===== config.mk =====
export PLATFORM = sky130hd
export DESIGN_NAME = sdh_cmd_status
export DESIGN_NICKNAME = d
export VERILOG_FILES = /design/src/rtl/sdh_pkg.sv /design/src/rtl/sdh_cmd_launch.sv /design/src/rtl/sdh_rsp_timer.sv /design/src/rtl/sdh_status_irq.sv /design/src/rtl/sdh_cmd_status.sv
export SDC_FILE = /design/constraint.sdc
export NUM_CORES = 1
export LEC_CHECK = 0
export BUFFER_PORTS_ARGS = -buffer_cell sky130_fd_sc_hd__buf_4
export CAP_MARGIN = 20
export CORE_AREA = 4 4 133 135
export DETAILED_ROUTE_END_ITERATION = 8
export DIE_AREA = 0 0 137 139
export GPL_ROUTABILITY_DRIVEN = 1
export GPL_TIMING_DRIVEN = 1
export PLACE_DENSITY_LB_ADDON = 0.12
export SYNTH_ARGS = -nofsm -noshare
export SYNTH_HDL_FRONTEND = slang
export SYNTH_SLANG_ARGS = --single-unit

===== constraint.sdc =====
create_clock -name clk -period 9.4 [get_ports clk]
set_clock_uncertainty 0.2 [all_clocks]
set_input_delay 0 -clock clk [delete_from_list [all_inputs] [get_ports clk]]
set_output_delay 0 -clock clk [all_outputs]
set_load 0.005 [all_outputs]

===== src/rtl/sdh_pkg.sv =====
package sdh_pkg;

    localparam int RW = 16;

    typedef enum logic [2:0] {
        RSP_NONE = 3'd0, RSP_R1 = 3'd1, RSP_R2 = 3'd2, RSP_R3 = 3'd3,
        RSP_R4 = 3'd4, RSP_R5 = 3'd5, RSP_R6 = 3'd6, RSP_BAD = 3'd7
    } rsp_e;

    typedef enum logic [1:0] {
        CK_BCAST = 2'd0, CK_BCAST_RSP = 2'd1, CK_ADDR = 2'd2, CK_ADDR_DATA = 2'd3
    } ckind_e;

    // Field order is the command word layout, msb first.
    typedef struct packed {
        logic       rd;
        logic       spare;
        ckind_e     kind;
        logic       busy;
        rsp_e       rsp;
        logic       abort;
        logic       od;
        logic [5:0] idx;
    } cmd_word_t;

    localparam logic [2:0] A_ARG_HI = 3'd0;
    localparam logic [2:0] A_ARG_LO = 3'd1;
    localparam logic [2:0] A_CMD    = 3'd2;
    localparam logic [2:0] A_STATUS = 3'd3;
    localparam logic [2:0] A_IRQ_EN = 3'd4;
    localparam logic [2:0] A_TMO    = 3'd5;

    localparam int B_EOC  = 0;
    localparam int B_DTO  = 5;
    localparam int B_DCRC = 6;
    localparam int B_CTO  = 7;
    localparam int B_CCRC = 8;
    localparam int B_CERR = 14;

    localparam logic [RW-1:0] ST_ERR_MASK = RW'((1 << B_DTO) | (1 << B_DCRC) |
                                                (1 << B_CTO) | (1 << B_CCRC) | (1 << B_CERR));
    localparam logic [RW-1:0] ST_MASK     = ST_ERR_MASK | RW'(1 << B_EOC);

    function automatic logic [RW-1:0] set_vector(input logic eoc, input logic dto,
                                                 input logic dcrc, input logic cto,
                                                 input logic ccrc, input logic cerr);
        logic [RW-1:0] v;
        v = '0;
        v[B_EOC]  = eoc;
        v[B_DTO]  = dto;
        v[B_DCRC] = dcrc;
        v[B_CTO]  = cto;
        v[B_CCRC] = ccrc;
        v[B_CERR] = cerr;
        return v;
    endfunction

endpackage


===== src/rtl/sdh_cmd_launch.sv =====
module sdh_cmd_launch
    import sdh_pkg::*;
#(
    parameter int DW = 16
) (
    input  logic            clk,
    input  logic            rst,
    input  logic            wr_hi,
    input  logic            wr_lo,
    input  logic            wr_cmd,
    input  logic [DW-1:0]   wdata,
    output logic [2*DW-1:0] arg,
    output cmd_word_t       cmd_q,
    output logic            go
);

    always_ff @(posedge clk) begin
        if (rst) begin
            arg   <= '0;
            cmd_q <= '0;
            go    <= 1'b0;
        end else begin
            go <= wr_cmd;
            if (wr_hi)  arg[2*DW-1:DW] <= wdata;
            if (wr_lo)  arg[DW-1:0]    <= wdata;
            if (wr_cmd) cmd_q          <= cmd_word_t'(wdata);
        end
    end


    go_after_cmd_chk: assert property (@(posedge clk) disable iff (rst)
        wr_cmd |=> go);


    no_stray_go_chk: assert property (@(posedge clk) disable iff (rst)
        !wr_cmd |=> !go);


    arg_hi_chk: assert property (@(posedge clk) disable iff (rst)
        wr_hi |=> arg[2*DW-1:DW] == $past(wdata));

endmodule


===== src/rtl/sdh_rsp_timer.sv =====
module sdh_rsp_timer #(
    parameter int TW        = 16,
    parameter int TMO_RESET = 64
) (
    input  logic          clk,
    input  logic          rst,
    input  logic          wr_limit,
    input  logic [TW-1:0] wdata,
    input  logic          go,
    input  logic          rsp_none,
    input  logic          rsp_start,
    output logic [TW-1:0] limit,
    output logic          fire
);

    logic          armed;
    logic [TW-1:0] cnt;

    assign fire = armed && !rsp_start && (cnt == limit - 1'b1);

    always_ff @(posedge clk) begin
        if (rst) begin
            armed <= 1'b0;
            cnt   <= '0;
            limit <= TW'(TMO_RESET);
        end else begin
            if (wr_limit) limit <= wdata;
            if (go) begin
                armed <= !rsp_none && (limit != '0);
                cnt   <= '0;
            end else if (armed) begin
                if (rsp_start || fire) armed <= 1'b0;
                else                   cnt   <= cnt + 1'b1;
            end
        end
    end


    rsp_stops_timer_chk: assert property (@(posedge clk) disable iff (rst)
        (armed && rsp_start && !go) |=> !armed);


    fire_disarms_chk: assert property (@(posedge clk) disable iff (rst)
        (fire && !go) |=> !fire);

endmodule


===== src/rtl/sdh_status_irq.sv =====
module sdh_status_irq
    import sdh_pkg::*;
(
    input  logic          clk,
    input  logic          rst,
    input  logic          wr_status,
    input  logic          wr_ie,
    input  logic [RW-1:0] wdata,
    input  logic          evt_eoc,
    input  logic          evt_dto,
    input  logic          evt_dcrc,
    input  logic          evt_cto,
    input  logic          evt_ccrc,
    input  logic          evt_cerr,
    input  logic          go,
    input  logic          abort_cmd,
    output logic [RW-1:0] status,
    output logic [RW-1:0] ie,
    output logic          irq,
    output logic          init_ok
);

    logic [RW-1:0] set_v, clr_v;
    logic          err_now, err_seen, init_pend;

    assign set_v   = set_vector(evt_eoc, evt_dto, evt_dcrc, evt_cto, evt_ccrc, evt_cerr);
    assign clr_v   = wr_status ? (wdata & ST_MASK) : '0;
    assign err_now = |(set_v & ST_ERR_MASK);
    assign irq     = |(status & ie);

    always_ff @(posedge clk) begin
        if (rst) begin
            status    <= '0;
            ie        <= '0;
            err_seen  <= 1'b0;
            init_pend <= 1'b0;
            init_ok   <= 1'b0;
        end else begin
            status <= ((status & ~clr_v) | set_v) & ST_MASK;
            if (wr_ie) ie <= wdata & ST_MASK;
            if (go) begin
                err_seen  <= 1'b0;
                init_pend <= abort_cmd;
                init_ok   <= 1'b0;
            end else begin
                err_seen <= err_seen | err_now;
                if (evt_eoc) begin
                    init_pend <= 1'b0;
                    if (init_pend && !err_seen && !err_now) init_ok <= 1'b1;
                end
            end
        end
    end


    w1c_clears_chk: assert property (@(posedge clk) disable iff (rst)
        (wr_status && wdata[B_EOC] && !evt_eoc) |=> !status[B_EOC]);


    set_wins_chk: assert property (@(posedge clk) disable iff (rst)
        (wr_status && wdata[B_EOC] && evt_eoc) |=> status[B_EOC]);


    irq_follows_chk: assert property (@(posedge clk) disable iff (rst)
        (evt_dcrc && ie[B_DCRC] && !wr_ie) |=> irq);


    sticky_chk: assert property (@(posedge clk) disable iff (rst)
        (status[B_CERR] && !(wr_status && wdata[B_CERR])) |=> status[B_CERR]);

endmodule


===== src/rtl/sdh_cmd_status.sv =====
module sdh_cmd_status
    import sdh_pkg::*;
#(
    parameter int TMO_W     = 16,
    parameter int TMO_RESET = 64
) (
    input  logic        clk,
    input  logic        rst,
    input  logic        reg_wr,
    input  logic [2:0]  reg_addr,
    input  logic [15:0] reg_wdata,
    output logic [15:0] reg_rdata,
    input  logic        evt_cmd_end,
    input  logic        evt_data_tmo,
    input  logic        evt_data_crc,
    input  logic        evt_cmd_crc,
    input  logic        evt_card_err,
    input  logic        rsp_start,
    output logic        cmd_go,
    output logic [31:0] cmd_arg,
    output logic [5:0]  cmd_index,
    output logic [2:0]  rsp_kind,
    output logic        rsp_busy,
    output logic [1:0]  cmd_kind,
    output logic        dat_read,
    output logic        bus_od,
    output logic        abort_init,
    output logic        init_ok,
    output logic        irq
);

    cmd_word_t        cmd_q;
    logic [TMO_W-1:0] limit;
    logic [RW-1:0]    status, ie;
    logic             cto_fire;
    logic             wr_hi, wr_lo, wr_cmd, wr_status, wr_ie, wr_tmo;

    assign wr_hi     = reg_wr && (reg_addr == A_ARG_HI);
    assign wr_lo     = reg_wr && (reg_addr == A_ARG_LO);
    assign wr_cmd    = reg_wr && (reg_addr == A_CMD);
    assign wr_status = reg_wr && (reg_addr == A_STATUS);
    assign wr_ie     = reg_wr && (reg_addr == A_IRQ_EN);
    assign wr_tmo    = reg_wr && (reg_addr == A_TMO);

    sdh_cmd_launch #(.DW(RW)) u_launch (
        .clk(clk), .rst(rst), .wr_hi(wr_hi), .wr_lo(wr_lo), .wr_cmd(wr_cmd),
        .wdata(reg_wdata), .arg(cmd_arg), .cmd_q(cmd_q), .go(cmd_go)
    );

    sdh_rsp_timer #(.TW(TMO_W), .TMO_RESET(TMO_RESET)) u_timer (
        .clk(clk), .rst(rst), .wr_limit(wr_tmo), .wdata(reg_wdata[TMO_W-1:0]),
        .go(cmd_go), .rsp_none(cmd_q.rsp == RSP_NONE), .rsp_start(rsp_start),
        .limit(limit), .fire(cto_fire)
    );

    sdh_status_irq u_status (
        .clk(clk), .rst(rst), .wr_status(wr_status), .wr_ie(wr_ie), .wdata(reg_wdata),
        .evt_eoc(evt_cmd_end), .evt_dto(evt_data_tmo), .evt_dcrc(evt_data_crc),
        .evt_cto(cto_fire), .evt_ccrc(evt_cmd_crc), .evt_cerr(evt_card_err),
        .go(cmd_go), .abort_cmd(cmd_q.abort),
        .status(status), .ie(ie), .irq(irq), .init_ok(init_ok)
    );

    assign cmd_index  = cmd_q.idx;
    assign rsp_kind   = cmd_q.rsp;
    assign rsp_busy   = cmd_q.busy;
    assign cmd_kind   = cmd_q.kind;
    assign dat_read   = cmd_q.rd;
    assign bus_od     = cmd_q.od;
    assign abort_init = cmd_q.abort;

    always_comb begin
        unique case (reg_addr)
            A_ARG_HI: reg_rdata = cmd_arg[31:16];
            A_ARG_LO: reg_rdata = cmd_arg[15:0];
            A_CMD:    reg_rdata = 16'(cmd_q);
            A_STATUS: reg_rdata = status;
            A_IRQ_EN: reg_rdata = ie;
            A_TMO:    reg_rdata = 16'(limit);
            default:  reg_rdata = 16'h0000;
        endcase
    end

endmodule


# ---- Word level (Yosys, flattened, before mapping)
# Index checks and enable logic that the tools add are counted.
dict set report word_totals {
  register_bits 97
  input_bits 28
  out_inout_bits 66
  wordCells 65
}
dict set report op_classes {
  addsub 2
  n_eq_ne 6
  mux 7
  bitwise_logic 6
  n_reduce_logical 25
}
# operator n
set op_table {}
lappend op_table {{case mux 16 bit (6 select lines)} 1}
lappend op_table {{AND 15 bit} 2}
lappend op_table {{adder 16 x 1 -> 16 bit (second input constant)} 1}
lappend op_table {{== test 16 bit} 1}
lappend op_table {{nonzero test 16 bit} 1}
lappend op_table {{OR reduction 16 bit} 1}
lappend op_table {{subtractor 16 x 1 -> 16 bit (second input constant)} 1}
lappend op_table {{two-way mux 15 bit} 1}
lappend op_table {{inverter 15 bit} 1}
lappend op_table {{bitwise OR 15 bit} 1}
lappend op_table {{logical AND 1 bit} 11}
lappend op_table {{== test 3 x 2 -> 1 bit (second input constant)} 2}
lappend op_table {{== test 3 bit (second input constant)} 2}
lappend op_table {{logical NOT 3 bit} 2}
lappend op_table {{two-way mux 1 bit} 5}
lappend op_table {{OR reduction 5 bit} 1}
lappend op_table {{logical NOT 1 bit} 4}
lappend op_table {{AND reduction 2 bit} 2}
lappend op_table {{== test 3 x 1 -> 1 bit (second input constant)} 1}
lappend op_table {{nonzero test 2 bit} 1}
lappend op_table {{OR reduction 2 bit} 1}
lappend op_table {{logical OR 1 bit} 1}
lappend op_table {{inverter 1 bit} 1}
lappend op_table {{bitwise OR 1 bit} 1}

# ---- Longest topological paths before layout
# Gate-level depths: netlist (run 1).
dict set report logic_depth {
  ltp_word 7
  depth_mapped 11
  mapped_depth_nobuf 10
}

# ---- Hierarchy
# Synthesis (run 1) repeated with hierarchy kept, for this count alone.
dict set report hier_totals {
  cells_unflattened 592
  area_unflattened_um2 5397.7
}
# mod n_inst cells_per_inst area_per_inst_um2 seq_area_each_um2
set by_module_without_submodules {}
lappend by_module_without_submodules {sdh_rsp_timer 1 241 2042.0 660.6}
lappend by_module_without_submodules {sdh_cmd_launch 1 157 1762.9 980.9}
lappend by_module_without_submodules {sdh_cmd_status 1 114 884.6 0.0}
lappend by_module_without_submodules {sdh_status_irq 1 80 708.2 300.3}

# ---- Worst setup path before layout (run 1)
# OpenSTA, ideal clock, no wires.
dict set report synth_path {
  path_kind {register to register}
  startpoint {reg u_timer.limit[0]}
  endpoint {reg u_status.init_ok}
  arrival_ns 2.628
  required_ns 9.072
  path_slack_ns 6.444
  stages_incl_launch_ff 10
  n_path_buf 1
  synth_period_minus_slack_ns 2.956
  path_cell_list {dfxtp_1 -> buf_6 -> or4_4 -> or3_1 -> a2111oi_2 -> and3_2 -> o2111ai_4 -> or3b_4 -> a41oi_2 -> nor2_1}
}
dict set report synth_between {
  elab_chain_cells 7
}
# element line_no
set synth_rtl {}
lappend synth_rtl {{start: declaration} sdh_rsp_timer.sv:12} ;# output logic [TW-1:0] limit,
lappend synth_rtl {{start signal: assignment} sdh_rsp_timer.sv:25} ;# limit <= TW'(TMO_RESET);
lappend synth_rtl {{start signal: assignment} sdh_rsp_timer.sv:27} ;# if (wr_limit) limit <= wdata;
lappend synth_rtl {{subtractor 16 x 1 -> 16 bit} sdh_rsp_timer.sv:19} ;# assign fire = armed && !rsp_start && (cnt == limit - 1'b1);
lappend synth_rtl {{== test 16 bit} sdh_rsp_timer.sv:19}
lappend synth_rtl {{logical AND 1 bit} sdh_rsp_timer.sv:19}
lappend synth_rtl {{OR reduction 5 bit} sdh_status_irq.sv:28} ;# assign err_now = |(set_v & ST_ERR_MASK);
lappend synth_rtl {{logical NOT 1 bit} sdh_status_irq.sv:49} ;# if (init_pend && !err_seen && !err_now) init_ok <= 1'b1;
lappend synth_rtl {{logical AND 1 bit} sdh_status_irq.sv:49}
lappend synth_rtl {{AND reduction 2 bit (no line)} n/a}
lappend synth_rtl {{end signal: assignment} sdh_status_irq.sv:37} ;# init_ok <= 1'b0;
lappend synth_rtl {{end signal: assignment} sdh_status_irq.sv:44} ;# init_ok <= 1'b0;
lappend synth_rtl {{end signal: assignment} sdh_status_irq.sv:49}
lappend synth_rtl {{end: declaration} sdh_status_irq.sv:20} ;# output logic init_ok
# Every way passes these cells.
# A chain may end at the register's enable or synchronous reset.

# ---- Worst setup path after layout (run 1)
# Ends and elaborated chain as after synthesis.

==> flow_summary_export.csv, run 1 <==
group,metric,value,unit
drt,drcViolationCount,0,
cts,clk_pin_slew,0.07,ns
synthesis,synth.top_cell.area_share,0.398,
synthesis,ys.flop_type,"dfxtp_1",
sta,slew_headroom,0.273,
place,place_area,0.00565,mm2
grt,grt_pass1_vias,4616,
sta,slew_violations,0,
drt,drtIter0Drc,255,
floorplanning,die_h,139,um
synthesis,async_flop_share,0,
synthesis,post_synth.cell_area_avg,7.77,um2
grt,grt.met1_usage,0.245,
final_layout,final_nets,743,
final_layout,final_cell_mix,"nand2_1 (166), dfxtp_1 (97), buf_4 (96), a21oi_1 (89), nor2_1 (40)",
cts,clkSinkCount,97,
final_layout,final_area,0.00619,mm2
floorplanning,io_pins,94,
sta,post-route-period-util,0.340,
critical_path,required,9.41,ns
drt,ant_nets,0,
drt,wl,16600,um
synthesis,ys_ff_latch,97,
worst_hold_path,hold_path.class,"in -> reg",
final_layout,fill_cells,1759,
critical_path,cp-end-kind,"flop",
critical_path,arrival,3.21,ns
sta,hold_violations,0,
place,io_buffers,93,
synthesis,synth-edff-count,0,
drt,via_count,4711,
cts,htree_levels,3,
sta,rsz0062_at_grt,"no",
synthesis,syn_nets,658,
critical_path,r2r_setup_slack,6.21,ns
final_layout,diodes,0,
critical_path,rr_worst_depth,8,
sta,fin_hold_ws,0.0399,ns
grt,grt_pass1_wl,26000,um
cts,clockBufferDepth,2,
grt,grt-busiest-layer,"met2",
sta,setup_tns,0,ns
critical_path,crit_end,"u_status.init_ok",
final_layout,final_common_cell,"nand2_1",
synthesis,syn-instance-count,628,
power,p_leak,0.00227,uW
synthesis,synth_area_leader_cell,"dfxtp_1",
power,power.density,141,mW/mm2
floorplanning,core,0.0165,mm2
cts,cts_resized,0,
synthesis,ys_top_cells_by_area,"dfxtp_1 (40%), nand2_1 (13%), a21oi_1 (9.1%), mux2i_1 (4.9%), nor2_1 (3.2%)",
sta,max_freq,313,MHz
sta,setup_violations,0,
final_layout,layout-drive-gt1-share,0.184,
cts,clock_latency,0.35,ns
final_layout,post-route-util,0.376,
grt,antenna_found_initial,0,
drt,viasPerCell,5.02,
critical_path,crit_path_start_kind,"flop",
cts,cts_buffers,9,
synthesis,ys_seq_area_frac,0.398,
place,hpwl,11900,um
cts,cts_tree,"done",
sta,worst_pin_slew,1.09,ns
job,cap_violations,0,
grt,grt_usage,0.175,
floorplanning,die-area,0.0190,mm2
final_layout,multi_input_area,0.00270,mm2
cts,clockRootBuffer,"clkbuf_16",
synthesis,yosys_warnings,0,
place,place.gp.congestion,0.811,
final_layout,area_growth,26.8,%
floorplanning,start_util,0.296,
grt,use_met2,0.276,
synthesis,synth_cell_type_count,57,
power,ir_drop,0.0842,mV
critical_path,crit_fanout,8,
drt,firstDrtPassIters,5,
floorplanning,die_x,137,um
grt,met3_usage,0.0359,
synthesis,syn_area,0.00488,mm2
floorplanning,rows,47,
status,status,"finished, final reports clean",
critical_path,worstReg2RegEnd,"u_status.init_ok",
drt,wl_per_cell,17.7,um
grt,overflow,0,
place,preCtsSetupSlack,6.27,ns
grt,grt_start_max_net_pins,85,
sta,period_needed,3.19,ns
sta,timing.final.ws_setup,6.21,ns
critical_path,cp-startpoint,"u_timer.limit[0]",
critical_path,worstSetupPathType,"reg -> reg",
critical_path,timing.rr.start,"u_timer.limit[0]",
final_layout,seq_area,0.00194,mm2
## worst min-delay path by stage
stage            startpoint                  end  slack, ns  cells after the start
6_report                rst   u_status.init_pend       0.04                      2
5_1_grt                 rst   u_status.status[8]       0.07                      2
4_1_cts                 rst  u_status.status[14]       0.05                      2
3_5_place_dp   evt_data_crc   u_status.status[6]       0.03                      3
3_3_place_gp   evt_data_crc   u_status.status[6]       0.02                      3
2_1_floorplan   evt_cmd_end   u_status.status[0]      -0.08                      2
## stage by stage
step	cells	power [uW]
after floorplan	628	483
after global placement	895	522
after detailed placement	895	523
after CTS	938	883
after global routing	938	907
final	938	873
## synth_stat cells (4+ instances only)
library cell / instances
a21oi_1: 89
a22oi_1: 7
a31oi_1: 4
and3_1: 8
buf_4: 11
clkbuf_1: 35
dfxtp_1: 97
inv_1: 4
mux2_2: 6
mux2i_1: 24
nand2_1: 166
nand3_1: 8
nor2_1: 41
nor2b_1: 6
nor3_1: 5
o211ai_1: 4
o21ai_0: 23
or3_1: 11
xnor2_1: 13
xor2_1: 9
## area by class of cell
class	count	share of cell area
Clock inverter	5	0.00606
Timing Repair Buffer	123	0.160
Clock buffer	11	0.0376
Tap cell	220	0.0445
Sequential cell	97	0.314
Inverter	4	0.00243
Multi-Input combinational cell	478	0.436
## registers in the layout (all words and copies together) (netlist names)
signal	count
u_launch.arg	32
u_launch.cmd_q	16
u_timer.cnt	16
u_timer.limit	16
u_status.ie	6
u_status.status	6
u_launch.go	1
u_status.err_seen	1
u_status.init_ok	1
u_status.init_pend	1
u_timer.armed	1
## kinds of logic after synthesis
group | Yosys count | synth area share
xor+xnor | 22 | 0.0395
buf+inv | 53 | 0.0510
simple gates | 272 | 0.247
flops | 97 | 0.398
fa+ha+maj | 2 | 0.00513
compound gates | 150 | 0.187
mux | 32 | 0.0723
## critical path: stages (launching register included)
cell and delay [ns]:
dfxtp_1 0.39, nor3_1 0.60, nand2_1 0.16, or4_1 0.53, a32oi_1 0.26, o2111ai_4 0.22
or3b_4 0.46, a41oi_2 0.19, nor2_1 0.05
## where the power goes
part	switching, uW	internal [uW]
combinational	52.8	41.3
clock	169	181
sequential	9.54	419
## routing by layer
layer  vias to the layer above  share of wire
met4                         0          0.012
met3                        14          0.047
met5                         -              0
li1                       2321              -
met1                      2244           0.47
met2                       132           0.47
## timing repair
action                     CTS  global route
setup endpoints to repair    0             0
hold endpoints to repair    82             0
hold buffers                27             0
buffers inserted             0             0
Note: power is estimated with default switching activity, not from simulation.
==> inputs of run 2 (changes only) <==
clock period = 2.6 ns   (was 9.4 ns; I/O delays follow)
==> flow_summary_export.csv, run 2 (synthesis results as in run 1) <==
group,metric,value,unit
status,status,"finished, violations left",
critical_path,crit_fanout,4,
cts,cts_buffers,9,
grt,antenna_found_initial,0,
drt,viasPerCell,4.98,
floorplanning,die_h,139,um
sta,max_freq,343,MHz
power,ir_drop,0.324,mV
critical_path,cp-end-kind,"flop",
critical_path,worstSetupPathType,"reg -> reg",
critical_path,cp_slowest_cell,"or4_4",
drt,drtIter0Drc,271,
final_layout,area_growth,39.3,%
critical_path,crit_path_start_kind,"flop",
final_layout,post-route-util,0.413,
final_layout,final_common_cell,"nand2_1",
drt,wl_per_cell,17.5,um
grt,grt_start_max_net_pins,79,
floorplanning,die-area,0.0190,mm2
sta,timing.final.ws_setup,-0.315,ns
sta,slew_headroom,0.347,
grt,overflow,0,
floorplanning,start_util,0.296,
final_layout,diodes,0,
critical_path,worstReg2RegEnd,"u_status.init_ok",
critical_path,critPathMaxStageDelay,0.53,ns
sta,setup_violations,20,
place,place.gp.congestion,0.818,
cts,cts_tree,"done",
drt,ant_nets,0,
grt,grt_pass1_wl,27400,um
job,cap_violations,0,
final_layout,largest_reg_flops,32,
drt,firstDrtPassIters,4,
sta,period_needed,2.91,ns
cts,clk_pin_slew,0.07,ns
floorplanning,io_pins,94,
final_layout,final_nets,800,
sta,post-route-period-util,1.12,
power,p_leak,0.00259,uW
sta,rsz0062_at_grt,"yes",
sta,slew_violations,0,
drt,drcViolationCount,0,
critical_path,rr_worst_depth,8,
drt,via_count,4956,
critical_path,arrival,2.96,ns
floorplanning,rows,47,
power,power.density,495,mW/mm2
place,dpl.cell_count,942,
cts,clockRootBuffer,"clkbuf_16",
place,io_buffers,93,
place,hpwl,12600,um
drt,wl,17400,um
sta,hold_violations,0,
status,violations,"negative setup slack",
critical_path,crit_end,"u_status.init_ok",
final_layout,fill_cells,1713,
final_layout,largest-register,"u_launch.arg",
final_layout,final_area,0.00680,mm2
final_layout,final_cell_mix,"nand2_1 (166), buf_4 (145), dfxtp_1 (96), a21oi_1 (87), nor2_1 (41)",
final_layout,final_cells,995,
critical_path,cp_cell_sequence,"or4_4 -> or3_4 -> a2111oi_4 -> and3_4 -> o2111ai_4 -> or3b_4 -> a41oi_2 -> nor2_1",
cts,clockBufferDepth,2,
final_layout,layout-drive-gt1-share,0.258,
grt,grt_pass1_vias,4998,
critical_path,required,2.64,ns
floorplanning,die_x,137,um
place,place_area,0.00602,mm2
sta,worst_pin_slew,0.978,ns
critical_path,timing.rr.start,"u_timer.limit[3]",
critical_path,cp-startpoint,"u_timer.limit[3]",
cts,clkSinkCount,97,
cts,clock_latency,0.35,ns
cts,htree_levels,3,
floorplanning,core,0.0165,mm2
worst_hold_path,hp-start,"reg_addr[0]",
grt,grt_usage,0.184,
critical_path,r2r_setup_slack,-0.31,ns
worst_hold_path,hold_path.class,"in -> reg",
## run 2: changes by cell type in the layout (fill, tap and decap cells not counted), sizes merged
cell	change
buf	+52
dlygate4sd3	+3
clkbuf	-2
clkinvlp	-2
inv	+2
bufinv	+1
clkinv	+1
o2111ai	+1
o21ai	+1
## run 2: what timing repair did
item                                    4_1_cts  5_1_grt
resized for setup                            16        8
hold buffers                                 30        0
gates cloned                                  2        0
pin swaps                                    19       11
endpoints found under the setup margin       20       20
endpoints found under the hold margin        96        0
setup buffers                                 2        3
## run 2: critical path: cells and delay by family, from the launching register on
kind / cells / cell delay (ns)
compound gates: 3 / 0.62
simple gates: 5 / 1.65
flops: 1 / 0.34
## run 2: worst min path at each step
stage | end | cells after the start | slack, ns
2_1_floorplan | u_status.status[0] | 2 | -0.08
3_3_place_gp | u_status.status[6] | 3 | 0.02
3_5_place_dp | u_status.status[6] | 3 | 0.03
6_report | u_launch.arg[16] | 4 | 0.11
5_1_grt | u_launch.arg[16] | 4 | 0.18
4_1_cts | u_launch.arg[16] | 4 | 0.11
## run 2: routing by layer
layer	vias to the layer above	share of wire	GRT usage	wire (um)
met2	130	0.47	0.294	8180
li1	2451	-	-	-
met1	2352	0.46	0.252	7940
met4	0	0.021	0.0625	368
met3	23	0.051	0.0298	891
met5	-	0	0	0
## run 2: area by class of cell
cell class | instances | area (um2) | area share
Clock buffer | 9 | 225 | 0.0331
Clock inverter | 7 | 82.6 | 0.0122
Inverter | 4 | 15.0 | 0.00221
Multi-Input combinational cell | 480 | 2820 | 0.415
Sequential cell | 97 | 1940 | 0.286
Tap cell | 220 | 275 | 0.0405
Timing Repair Buffer | 178 | 1430 | 0.211
## run 2: report_power, final
group | leakage (uW) | switching (uW) | total, uW | internal [uW]
combinational | 0.00165 | 211 | 397 | 186
sequential | 0.000786 | 28.7 | 1540 | 1510
clock | 0.000151 | 656 | 1420 | 765
## run 2: through the flow
step                TNS [ns]  worst slack (ns)  hold slack [ns]  power (uW)
CTS                    -4.93            -0.308            0.107        3380
global route           -6.87            -0.397            0.180        3480
global placement       -5.47            -0.331           0.0180        1920
finish                 -4.92            -0.315            0.110        3360
floorplan              -2.13            -0.266          -0.0826        1750
detailed placement     -6.65            -0.400           0.0287        1920
